File: config.mk
export PLATFORM = sky130hd
export DESIGN_NAME = serial_rx
export DESIGN_NICKNAME = d
export VERILOG_FILES = /design/src/rtl/rx_pkg.sv /design/src/rtl/rx_line_sync.sv /design/src/rtl/rx_frame_fsm.sv /design/src/rtl/rx_status.sv /design/src/rtl/serial_rx.sv
export SDC_FILE = /design/constraint.sdc
export NUM_CORES = 1
export LEC_CHECK = 0
export ABC_CLOCK_PERIOD_IN_PS = 2300
export CAP_MARGIN = 20
export CORE_MARGIN = 5
export CORE_UTILIZATION = 35
export CTS_BUF_LIST = sky130_fd_sc_hd__clkbuf_8
export DETAILED_ROUTE_END_ITERATION = 7
export GPL_TIMING_DRIVEN = 0
export PLACE_DENSITY = 0.62
export RECOVER_POWER = 25
export SYNTH_ARGS = -nofsm -noshare
export SYNTH_HDL_FRONTEND = slang
export SYNTH_SLANG_ARGS = --single-unit
File: constraint.sdc
create_clock -name clk -period 2.3 [get_ports clk]
set_input_delay 0.46 -clock clk [delete_from_list [all_inputs] [get_ports clk]]
set_output_delay 0.46 -clock clk [all_outputs]
set_load 0.1 [all_outputs]
File: src/rtl/rx_pkg.sv
package rx_pkg;
   typedef enum logic [2:0] {
      RX_IDLE,
      RX_START,
      RX_DATA,
      RX_PAR,
      RX_STOP,
      RX_HOLD
   } rx_state_e;
endpackage

File: src/rtl/rx_line_sync.sv
module rx_line_sync #(
   parameter int STAGES = 2
) (
   input  logic clk,
   input  logic rst_n,
   input  logic din,
   output logic dout
);
   generate
      if (STAGES == 0) begin : g_pass
         assign dout = din;
      end else begin : g_ff
         logic [STAGES-1:0] sr;
         always_ff @(posedge clk or negedge rst_n) begin
            if (!rst_n) begin
               sr <= '1;
            end else begin
               sr[0] <= din;
               for (int i = 1; i < STAGES; i++) sr[i] <= sr[i-1];
            end
         end
         assign dout = sr[STAGES-1];
      end
   endgenerate
endmodule

File: src/rtl/rx_frame_fsm.sv
module rx_frame_fsm
   import rx_pkg::*;
#(
   parameter int OVERSAMPLE = 16,
   parameter int SAMPLE_AT  = 8,
   parameter int DATA_W     = 8,
   parameter int MIN_BITS   = 5,
   localparam int CNT_W = $clog2(OVERSAMPLE),
   localparam int LEN_W = $clog2(DATA_W - MIN_BITS + 1),
   localparam int IDX_W = $clog2(DATA_W + 1)
) (
   input  logic              clk,
   input  logic              rst_n,
   input  logic              tick,
   input  logic              line,
   input  logic [LEN_W-1:0]  word_len,
   input  logic              par_en,
   input  logic              par_odd,
   output logic              done,
   output logic [DATA_W-1:0] data_o,
   output logic              pe_o,
   output logic              fe_o,
   output logic              bi_o
);
   localparam logic [CNT_W-1:0] MID  = CNT_W'(SAMPLE_AT - 1);
   localparam logic [CNT_W-1:0] LAST = CNT_W'(OVERSAMPLE - 1);

   generate
      if (SAMPLE_AT < 2 || SAMPLE_AT > OVERSAMPLE) begin : g_bad_sample
         $error("SAMPLE_AT must lie in 2..OVERSAMPLE");
      end
      if ((1 << LEN_W) != DATA_W - MIN_BITS + 1) begin : g_bad_len
         $error("DATA_W - MIN_BITS + 1 must be a power of two");
      end
   endgenerate

   rx_state_e         state;
   logic [CNT_W-1:0]  cnt;
   logic [IDX_W-1:0]  bidx;
   logic [DATA_W-1:0] shreg;
   logic              par_acc, all_low, pe_q;
   logic [IDX_W-1:0]  nbits;
   logic [DATA_W-1:0] aligned;

   assign nbits   = IDX_W'(MIN_BITS) + IDX_W'(word_len);
   assign aligned = shreg >> (IDX_W'(DATA_W) - nbits);

   always_ff @(posedge clk or negedge rst_n) begin
      if (!rst_n) begin
         state   <= RX_IDLE;
         cnt     <= '0;
         bidx    <= '0;
         shreg   <= '0;
         par_acc <= 1'b0;
         all_low <= 1'b1;
         pe_q    <= 1'b0;
         done    <= 1'b0;
         data_o  <= '0;
         pe_o    <= 1'b0;
         fe_o    <= 1'b0;
         bi_o    <= 1'b0;
      end else begin
         done <= 1'b0;
         if (tick) begin
            unique case (state)
               RX_IDLE: begin
                  if (!line) begin
                     state <= RX_START;
                     cnt   <= CNT_W'(1);
                  end
               end
               RX_START: begin
                  if (cnt == MID) begin
                     cnt     <= '0;
                     bidx    <= '0;
                     par_acc <= 1'b0;
                     all_low <= 1'b1;
                     pe_q    <= 1'b0;
                     state   <= line ? RX_IDLE : RX_DATA;
                  end else cnt <= cnt + 1'b1;
               end
               RX_DATA: begin
                  if (cnt == LAST) begin
                     cnt     <= '0;
                     shreg   <= {line, shreg[DATA_W-1:1]};
                     par_acc <= par_acc ^ line;
                     all_low <= all_low & ~line;
                     bidx    <= bidx + 1'b1;
                     if (bidx == nbits - 1'b1) state <= par_en ? RX_PAR : RX_STOP;
                  end else cnt <= cnt + 1'b1;
               end
               RX_PAR: begin
                  if (cnt == LAST) begin
                     cnt     <= '0;
                     pe_q    <= par_acc ^ line ^ par_odd;
                     all_low <= all_low & ~line;
                     state   <= RX_STOP;
                  end else cnt <= cnt + 1'b1;
               end
               RX_STOP: begin
                  if (cnt == LAST) begin
                     cnt  <= '0;
                     done <= 1'b1;
                     if (!line && all_low) begin
                        data_o <= '0;
                        bi_o   <= 1'b1;
                        fe_o   <= 1'b0;
                        pe_o   <= 1'b0;
                     end else begin
                        data_o <= aligned;
                        bi_o   <= 1'b0;
                        fe_o   <= ~line;
                        pe_o   <= pe_q;
                     end
                     state <= line ? RX_IDLE : RX_HOLD;
                  end else cnt <= cnt + 1'b1;
               end
               RX_HOLD: if (line) state <= RX_IDLE;
               default: state <= RX_IDLE;
            endcase
         end
      end
   end

   // a character is only produced by the stop-bit sample
   a_r5_done_from_stop: assert property (@(posedge clk) disable iff (!rst_n)
      done |-> $past(state) == RX_STOP);
   a_r7_done_single: assert property (@(posedge clk) disable iff (!rst_n)
      done |=> !done);
   // after a low stop bit no start is accepted while the line stays low
   a_r6_hold_low: assert property (@(posedge clk) disable iff (!rst_n)
      (state == RX_HOLD && !line) |=> state == RX_HOLD);
endmodule

File: src/rtl/rx_status.sv
module rx_status #(
   parameter int DATA_W = 8
) (
   input  logic              clk,
   input  logic              rst_n,
   input  logic              done,
   input  logic [DATA_W-1:0] data_in,
   input  logic              pe_in,
   input  logic              fe_in,
   input  logic              bi_in,
   input  logic              rd,
   output logic [DATA_W-1:0] rx_data,
   output logic              data_ready,
   output logic              overrun_err,
   output logic              parity_err,
   output logic              framing_err,
   output logic              break_det
);
   always_ff @(posedge clk or negedge rst_n) begin
      if (!rst_n) begin
         rx_data     <= '0;
         data_ready  <= 1'b0;
         overrun_err <= 1'b0;
         parity_err  <= 1'b0;
         framing_err <= 1'b0;
         break_det   <= 1'b0;
      end else if (done) begin
         rx_data     <= data_in;
         data_ready  <= 1'b1;
         overrun_err <= (overrun_err | data_ready) & ~rd;
         parity_err  <= pe_in | (parity_err & ~rd);
         framing_err <= fe_in | (framing_err & ~rd);
         break_det   <= bi_in | (break_det & ~rd);
      end else if (rd) begin
         data_ready  <= 1'b0;
         overrun_err <= 1'b0;
         parity_err  <= 1'b0;
         framing_err <= 1'b0;
         break_det   <= 1'b0;
      end
   end

   a_r7_ready_fall: assert property (@(posedge clk) disable iff (!rst_n)
      $fell(data_ready) |-> $past(rd));
   a_r8_overrun_rise: assert property (@(posedge clk) disable iff (!rst_n)
      $rose(overrun_err) |-> $past(done && data_ready && !rd));
   a_r9_read_wins: assert property (@(posedge clk) disable iff (!rst_n)
      (done && rd) |=> (data_ready && !overrun_err));
   a_r6_break_zero: assert property (@(posedge clk) disable iff (!rst_n)
      $rose(break_det) |-> rx_data == '0);
endmodule

File: src/rtl/serial_rx.sv
module serial_rx #(
   parameter int OVERSAMPLE  = 16,
   parameter int SAMPLE_AT   = 8,
   parameter int DATA_W      = 8,
   parameter int MIN_BITS    = 5,
   parameter int SYNC_STAGES = 2,
   localparam int LEN_W = $clog2(DATA_W - MIN_BITS + 1)
) (
   input  logic              clk,
   input  logic              rst_n,
   input  logic              bit_tick,
   input  logic              rxd,
   input  logic [LEN_W-1:0]  word_len,
   input  logic              par_en,
   input  logic              par_odd,
   input  logic              rd_strobe,
   output logic [DATA_W-1:0] rx_data,
   output logic              data_ready,
   output logic              overrun_err,
   output logic              parity_err,
   output logic              framing_err,
   output logic              break_det
);
   logic              line_s;
   logic              f_done, f_pe, f_fe, f_bi;
   logic [DATA_W-1:0] f_data;

   rx_line_sync #(.STAGES(SYNC_STAGES)) u_sync (
      .clk(clk), .rst_n(rst_n), .din(rxd), .dout(line_s));

   rx_frame_fsm #(
      .OVERSAMPLE(OVERSAMPLE), .SAMPLE_AT(SAMPLE_AT),
      .DATA_W(DATA_W), .MIN_BITS(MIN_BITS)
   ) u_fsm (
      .clk(clk), .rst_n(rst_n), .tick(bit_tick), .line(line_s),
      .word_len(word_len), .par_en(par_en), .par_odd(par_odd),
      .done(f_done), .data_o(f_data), .pe_o(f_pe), .fe_o(f_fe), .bi_o(f_bi));

   rx_status #(.DATA_W(DATA_W)) u_stat (
      .clk(clk), .rst_n(rst_n), .done(f_done), .data_in(f_data),
      .pe_in(f_pe), .fe_in(f_fe), .bi_in(f_bi), .rd(rd_strobe),
      .rx_data(rx_data), .data_ready(data_ready), .overrun_err(overrun_err),
      .parity_err(parity_err), .framing_err(framing_err), .break_det(break_det));
endmodule

# After elaboration in Yosys (flattened, before gate mapping)
# Index checks and enable logic that the tools add are counted.
# classes
reduce_logical	17
shifts	1
add_sub_neg	5
n_mux	39
bitwise	13
n_eq_ne	16
# op_table
cell	n
3-bit 2-to-1 mux	9
4-bit 2-to-1 mux	5
3-bit one-hot mux with 6 select lines	1
1-bit 2-to-1 mux	17
2-bit by 1-bit inequality test with 1-bit output, second input constant	6
4-bit one-hot mux with 3 select lines	1
4-bit AND reduction	3
3-bit AND reduction	3
4-bit by 1-bit adder with 4-bit output, second input constant	2
8-bit 2-to-1 mux	1
4-bit one-hot mux with 2 select lines	1
8-bit AND reduction	1
2-bit nonzero test	4
8-bit by 4-bit right shift with 8-bit output	1
3-bit by 2-bit equality test with 1-bit output, second input constant	2
3-bit equality test, second input constant	2
1-bit one-hot mux with 2 select lines	3
1-bit AND	5
3-bit by 2-bit adder with 4-bit output, first input constant	1
4-bit by 3-bit equality test with 1-bit output, second input constant	1
4-bit equality test	1
4-bit equality test, second input constant	1
2-bit inequality test, second input constant	2
1-bit OR	4
12 further kinds	14
# totals
output_inout_bits	13
register_bits	49

# Longest topological paths before layout
# Gate-level depths: netlist of run 1.
# logic_depth
ltp_word	6
ltp_mapped	7
ltp_nobuf	6

# Cells and area by module
# From an unflattened synthesis of run 1, not the netlist that was laid out.
# unflattened
cells_unflattened	243
area_unflattened_um2	2509.9
# by_module_without_submodules
mod	seq_area_each_um2	area_each_um2	cells_per_inst	n_inst
rx_frame_fsm	852.1	1960.6	212	1
rx_status	325.3	496.7	29	1
rx_line_sync	52.6	52.6	2	1

# Least setup slack after synthesis of run 1
# No wires, ideal clock.
# synth_timing
path_kind	reg2reg
from	reg u_sync.g_ff.sr[1]
to	reg u_fsm.cnt[0]
arrival_time_ns	1.825
t_required_ns	2.175
path_slack_ns	0.350
path_buffers	1
setup_ns	0.125
period_less_slack_ns	1.950
path_stages_with_launch	5
cell_sequence	dfstp_2 clkbuf_1 or4b_2 nand3_1 mux2_2
# synth_between
elab_chain_cells	2
# synth_rtl
element	line	text
start: declaration	rx_line_sync.sv:13	logic [STAGES-1:0] sr;
start signal: assignment	rx_line_sync.sv:16	sr <= '1;
2-bit inequality test (no line)	-	
3-bit AND reduction (no line)	-	
end signal: assignment	rx_frame_fsm.sv:80	end else cnt <= cnt + 1'b1;
end signal: assignment	rx_frame_fsm.sv:90	end else cnt <= cnt + 1'b1;
end signal: assignment	rx_frame_fsm.sv:98	end else cnt <= cnt + 1'b1;
end: declaration	rx_frame_fsm.sv:38	logic [CNT_W-1:0] cnt;
# No other way between the ends.
# A chain may end at the register's enable or synchronous reset.

# Worst setup path after layout of run 1
# layout_timing
from	reg u_stat.rx_data[6]
to	out rx_data[6]
# layout_rtl
element	line	text
start: declaration	rx_status.sv:12	output logic [DATA_W-1:0] rx_data,
start signal: assignment	rx_status.sv:28	rx_data <= data_in;
end: declaration	serial_rx.sv:17	output logic [DATA_W-1:0] rx_data,
# No word-level cell between the ends.

==> impl_metrics.yaml, run 1 <==
run_status:
  status: "complete, no violations"
setup_path:
  crit_chain: "clkdlybuf4s50_1"
  cp-endpoint: "rx_data[6]"
  cpPeakStageDelay_ps: 1130
  path_buf_inv: 1
  cp_top_family: "buffers and inverters"
  cp.required_ps: 1840
  end_kind: "output port"
  arrival_ps: 1790
  cp_max_fo: 2
  start_kind: "flip-flop"
  worstReg2RegEnd: "u_fsm.shreg[6]"
  startpoint: "u_stat.rx_data[6]"
  r2r_start: "u_fsm.state[2]"
  crit_path_top_delay_cell: "clkdlybuf4s50_1"
  cp.depth: 1
  reg2reg_depth: 5
  ff2ff_setup_slack_ps: 240
  worstSetupPathType: "flip-flop to output port"
final_layout:
  syn2layout_area_growth_pct: 17.99
  final_common_cell: "dfrtp_1"
  final_net_count: 246
  drive_gt1_share_pct: 20.51
  final_cell_mix: "dfrtp_1, mux2_2, clkdlybuf4s50_1, nand2_1, a22o_1"
  fillerInstances: 640
  diodes: 0
clock_tree:
  cts_sinks: 49
  ctsRootBufferMaster: "clkbuf_8"
  cts_made_buffers: 5
  path_clk_slew_ps: 90
  cts_max_path_buffers: 2
  cts_tree: "yes"
  htreeDepth: 2
  clock_latency_ps: 290
timing:
  whs_ps: 171.1
  hold_viol: 0
  setup_slack_ps: 53.84
  fmax_mhz: 445.2
  fin_worst_skew_ps: 3.029
  drv_slew: 0
  period_share_pct: 97.66
  maxSlewHeadroom_pct: 35.13
  fin_crit_ps: 2246
  setup_viol: 0
  rsz0062_at_grt: "no"
  timing_worst_slew_pin_value_ps: 971.4
global_route:
  grt_pass1_wl_mm: 7.410
  grt_pass1_vias: 1595
  grt_max_degree: 38
  grt_overflow: 0
  grt_usage_pct: 10.75
  antenna_found_initial: 0
floorplan:
  io_pins: 22
  core_area_um2: 6681
  num_rows: 30
  start_util_pct: 35.51
  die_h_um: 92.33
  die_width_um: 92.33
  die_area_um2: 8525
min_path:
  hp-class: "primary input to async pin"
power_and_ir_drop:
  leakage_nw: 1.315
  power_density_nw_per_um2: 917.0
  peakVddDrop_mv: 0.2800
  total_power_mw: 2.567
drt:
  drtIter0Drc: 54
  dr.pass1.iters: 4
  vias_per_cell: 5.185
  antenna_left: 0
  wl_per_cell_um: 13.34
  vias: 1628
  drcViolationCount: 0
  wl_mm: 4.190
synthesis:
  syn_area_per_cell_um2: 11.57
  yosysSeqAreaShare_pct: 51.85
  synth.net_count: 218
  synthCells: 205
  async_flop_share_pct: 100.0
  synth_area_um2: 2372
  yosysUniqueCellTypes: 44
  ys_ff_latch: 49
  yosysWarnings: 0
  synth-main-ff-cell: "dfrtp_1"
  synth_edf_count: 0
place:
  routabilityCongestion: 0.8482
  dp_hpwl_mm: 3.090
  place_worst_setup_slack_ps: -315.8
  portBuffers: 21
flow_run:
  cap_violations: 0
sequential cells by signal (all words and copies together) (netlist names), 2 cells and up:
register / flops
u_fsm.state: 3
u_fsm.data_o: 8
u_stat.rx_data: 8
u_fsm.shreg: 8
u_fsm.cnt: 4
u_fsm.bidx: 4
u_sync.g_ff.sr: 2
cells in the mapped netlist (3+ instances only):
library cell   n  share of area (%)
or3_1          3               0.79
buf_2          4               0.84
a21oi_1        9                1.9
inv_1         10                1.6
clkbuf_1       3               0.47
dfstp_2        3                3.3
xnor2_1        6                2.2
a22o_1        13                4.8
ha_1           4                2.1
nor3_1         5                1.1
mux2_2        17                8.1
o21ai_0       11                2.3
nor2_1         9                1.4
nand3_1        7                1.5
nand2_1       15                2.4
dfrtp_1       46                 49
mux4_2         5                4.7
through the flow:
step                      TNS [ps]  utilization, %  cells  instance area, µm²
after floorplan                  0               -    205                2372
after global placement      -32240           40.15    306                2683
after detailed placement     -1479           40.37    307                2698
after CTS                        0           42.06    315                2810
after global routing             0           41.89    314                2799
final                            0           41.89    314                2799
layout make-up:
cell class,instances,area (µm²),share of cell area [%]
Clock buffer,5,68.82,2.459
Clock inverter,3,43.79,1.565
Buffer,8,43.79,1.565
Sequential cell,49,1230,43.94
Multi-Input combinational cell,137,1059,37.82
Tap cell,80,100.1,3.576
Inverter,10,37.54,1.341
Timing Repair Buffer,22,216.5,7.734
how the worst min path moves through the flow:
stage                       from                 to  slack, ps  depth (start not counted)
2_1_floorplan              rst_n         u_fsm.bi_o        160                          0
3_3_place_gp   u_sync.g_ff.sr[0]  u_sync.g_ff.sr[1]        350                          0
3_5_place_dp   u_sync.g_ff.sr[0]  u_sync.g_ff.sr[1]        350                          0
4_1_cts                    rst_n     u_fsm.shreg[2]         50                          1
5_1_grt                    rst_n     u_fsm.shreg[1]        220                          1
6_report                   rst_n     u_fsm.shreg[1]        170                          1
power by group:
group / total [mW] / switching [mW] / leakage [nW] / internal (mW)
Sequential: 1.18 / 0.166 / 0.644 / 1.02
Clock: 0.611 / 0.285 / 0.0585 / 0.326
Combinational: 0.771 / 0.399 / 0.612 / 0.373
Total: 2.57 / 0.850 / 1.31 / 1.72
repair_timing:
item | 4_1_cts | 5_1_grt
gates resized for setup | 0 | 5
buffers inserted | 0 | 0
hold endpoints to repair | 0 | 0
setup endpoints to repair | 0 | 7
hold buffers | 0 | 0
cells by family (layout without fill, tap and decap cells):
kind of cell / Yosys count / in the layout / share of synthesized area, %
AO/OA/AOI/OAI: 47 / 47 / 13.82
XOR/XNOR: 8 / 8 / 2.954
adder cells (fa/ha/maj): 4 / 4 / 2.110
buffers and inverters: 19 / 48 / 3.534
flip-flops: 49 / 49 / 51.85
multiplexers: 24 / 24 / 13.66
AND/OR/NAND/NOR: 54 / 54 / 12.08
per-layer routing:
layer | wire [µm] | GRT usage [%]
met4 | 27 | 3.342
met3 | 163 | 2.924
met5 | 0 | 0
met1 | 2110 | 14.64
met2 | 1889 | 16.68
(Power assumes the default switching activity.)
==> run 2, diff against run 1 <==
--- a/config.mk
+++ b/config.mk
@@ -6,4 +6,5 @@
 export NUM_CORES = 1
 export LEC_CHECK = 0
+export ABC_AREA = 1
 export ABC_CLOCK_PERIOD_IN_PS = 2300
 export CAP_MARGIN = 20
==> constraint.sdc (replaced) <==
create_clock -name clk -period 2.3 [get_ports clk]
set_input_delay 0.23 -clock clk [delete_from_list [all_inputs] [get_ports clk]]
set_output_delay 0.23 -clock clk [all_outputs]
set_load 0.1 [all_outputs]
==> run 2 against run 1 <==
Against the previous run:
- maximum frequency rose by 9.7%
- clock power fell by 13%
- sequential power fell by 15%
- hold slack improved by 190 ps
- sequential share of layout area fell by 1.4 points
- final area rose by 3.3%
- first-iteration DRC count rose by 110%
- global-route usage rose by 0.92 points
- wire length rose by 11%
- count of clock-buffer cells in the layout did not move
- critical endpoint is now rx_data[7]
- largest cell class unchanged
- largest power group unchanged
==> impl_metrics.yaml, run 2 <==
synthesis:
  synth_edf_count: 0
  syn_area_per_cell_um2: 8.507
  yosysWarnings: 0
  synth_top_area_cell: "dfrtp_1"
  yosys-top-cells-area: "dfrtp_1, nand2_1, o21ai_0, inv_1, nand3_1"
  synth.net_count: 302
  yosysSeqAreaShare_pct: 50.03
  synthCells: 289
  synthTopCellsByCount: "nand2_1, dfrtp_1, inv_1"
  async_flop_share_pct: 100.0
  yosysMostFrequentCell: "nand2_1"
  synth_top_area_share_pct: 46.82
  synth-main-ff-cell: "dfrtp_1"
  yosysUniqueCellTypes: 34
  synth_area_um2: 2459
  ys_ff_latch: 49
power_and_ir_drop:
  power_density_nw_per_um2: 812.8
  peakVddDrop_mv: 0.3232
  total_power_mw: 2.350
  leakage_nw: 1.381
setup_path:
  arrival_ps: 1820
  start_kind: "flip-flop"
  cp_max_fo: 2
  crit_chain: "clkdlybuf4s50_1"
  cpPeakStageDelay_ps: 1140
  path_buf_inv: 1
  end_kind: "output port"
  cp.required_ps: 2070
  cp_top_family: "buffers and inverters"
  worstSetupPathType: "flip-flop to output port"
  crit_path_top_delay_cell: "clkdlybuf4s50_1"
run_status:
  status: "complete, no violations"
place:
  place_worst_setup_slack_ps: -23.24
  routabilityCongestion: 0.8576
  placed_area_um2: 2804
  portBuffers: 21
  dp_hpwl_mm: 3.565
final_layout:
  syn2layout_area_growth_pct: 17.61
  fillerInstances: 717
  multi_input_area_um2: 1018
  final_net_count: 332
  final_cell_mix: "nand2_1, dfrtp_1, inv_1, o21ai_0, nand3_1"
  final_common_cell: "nand2_1"
  top_regs: "u_fsm.data_o: 8 flops, u_fsm.shreg: 8 flops, u_stat.rx_data: 8 flops"
  seq_area_um2: 1230
  fin_area_um2: 2892
  diodes: 0
  final_util_pct: 42.33
  drive_gt1_share_pct: 13.44
clock_tree:
  cts_max_path_buffers: 2
  ctsRootBufferMaster: "clkbuf_8"
  htreeDepth: 2
  cts_resized: 0
  clock_latency_ps: 310
  cts_tree: "yes"
  cts_setup_buffers: 0
  path_clk_slew_ps: 90
  cts_sinks: 49
  cts_made_buffers: 5
floorplan:
  io_pins: 22
  core_area_um2: 6832
  die_width_um: 93.81
  num_rows: 30
  die_area_um2: 8800
  start_util_pct: 35.99
  die_h_um: 93.81
timing:
  maxSlewHeadroom_pct: 34.98
  fin_worst_skew_ps: 4.111
  setup_slack_ps: 251.9
  fin_crit_ps: 2048
  drv_slew: 0
  fmax_mhz: 488.3
  timing_worst_slew_pin_value_ps: 972.2
  rsz0062_at_grt: "no"
  period_share_pct: 89.05
  hold_viol: 0
  setup_viol: 0
drt:
  dr.pass1.iters: 4
  drcViolationCount: 0
  wl_per_cell_um: 11.13
  drtIter0Drc: 111
  antenna_left: 0
  vias: 1943
  vias_per_cell: 4.671
  wl_mm: 4.632
global_route:
  antenna_found_initial: 0
  grt_usage_pct: 11.66
  grt_pass1_wl_mm: 8.314
  grt_pass1_vias: 1833
  grt_overflow: 0
  grt_max_degree: 40
flow_run:
  cap_violations: 0
min_path:
  hp-class: "flip-flop to flip-flop"
run 2: final timing paths:
path / from / end / slack [ps] / depth (start not counted)
min in group asynchronous: rst_n / u_fsm.state[2] / 430 / 2
min reg2reg: u_sync.g_ff.sr[0] / u_sync.g_ff.sr[1] / 360 / 0
max reg2reg: u_fsm.cnt[0] / u_fsm.state[0] / 690 / 10
max in group asynchronous: rst_n / u_fsm.data_o[0] / 540 / 3
max: u_stat.rx_data[7] / rx_data[7] / 250 / 1
min: u_sync.g_ff.sr[0] / u_sync.g_ff.sr[1] / 360 / 0
run 2: timing repair:
action | in CTS | in global routing
setup endpoints to repair | 0 | 0
hold buffers | 1 | 0
endpoints found under the hold margin | 8 | 0
run 2: cells by family after synthesis:
logic type	after synthesis	synth area share [%]
muxes	1	0.4071
buffers and inverters	48	8.550
and+or+nand+nor	119	22.75
adders and majority gates	4	2.036
xor gates and xnor gates	3	1.069
AOI/OAI and AO/OA	65	15.17
DFF	49	50.03
run 2: where the power goes:
part	switching (mW)	internal, mW
Combinational	0.533	0.285
Clock	0.310	0.222
Sequential	0.0636	0.936
Total	0.907	1.44
run 2: layer usage:
metal / up-vias / share of wire (%) / track usage, %
met1: 898 / 49 / 16.05
met3: 5 / 3.8 / 2.484
li1: 1005 / - / -
met5: - / 0 / 0
met2: 35 / 45 / 17.92
met4: 0 / 1.6 / 4.452
run 2: cell type report:
type	instances	share of cell area (%)
Inverter	42	5.539
Buffer	6	1.731
Clock buffer	5	2.380
Timing Repair Buffer	23	7.572
Multi-Input combinational cell	192	35.22
Clock inverter	3	0.8654
Sequential cell	49	42.54
Tap cell	96	4.154
run 2: through the flow:
stage	hold slack [ps]	setup TNS, ps	std cells
floorplan	-65.59	0	289
global placement	345.7	-19390	406
detailed placement	129.5	-46.03	407
CTS	326.7	0	416
global route	365.6	0	416
finish	361.9	0	416
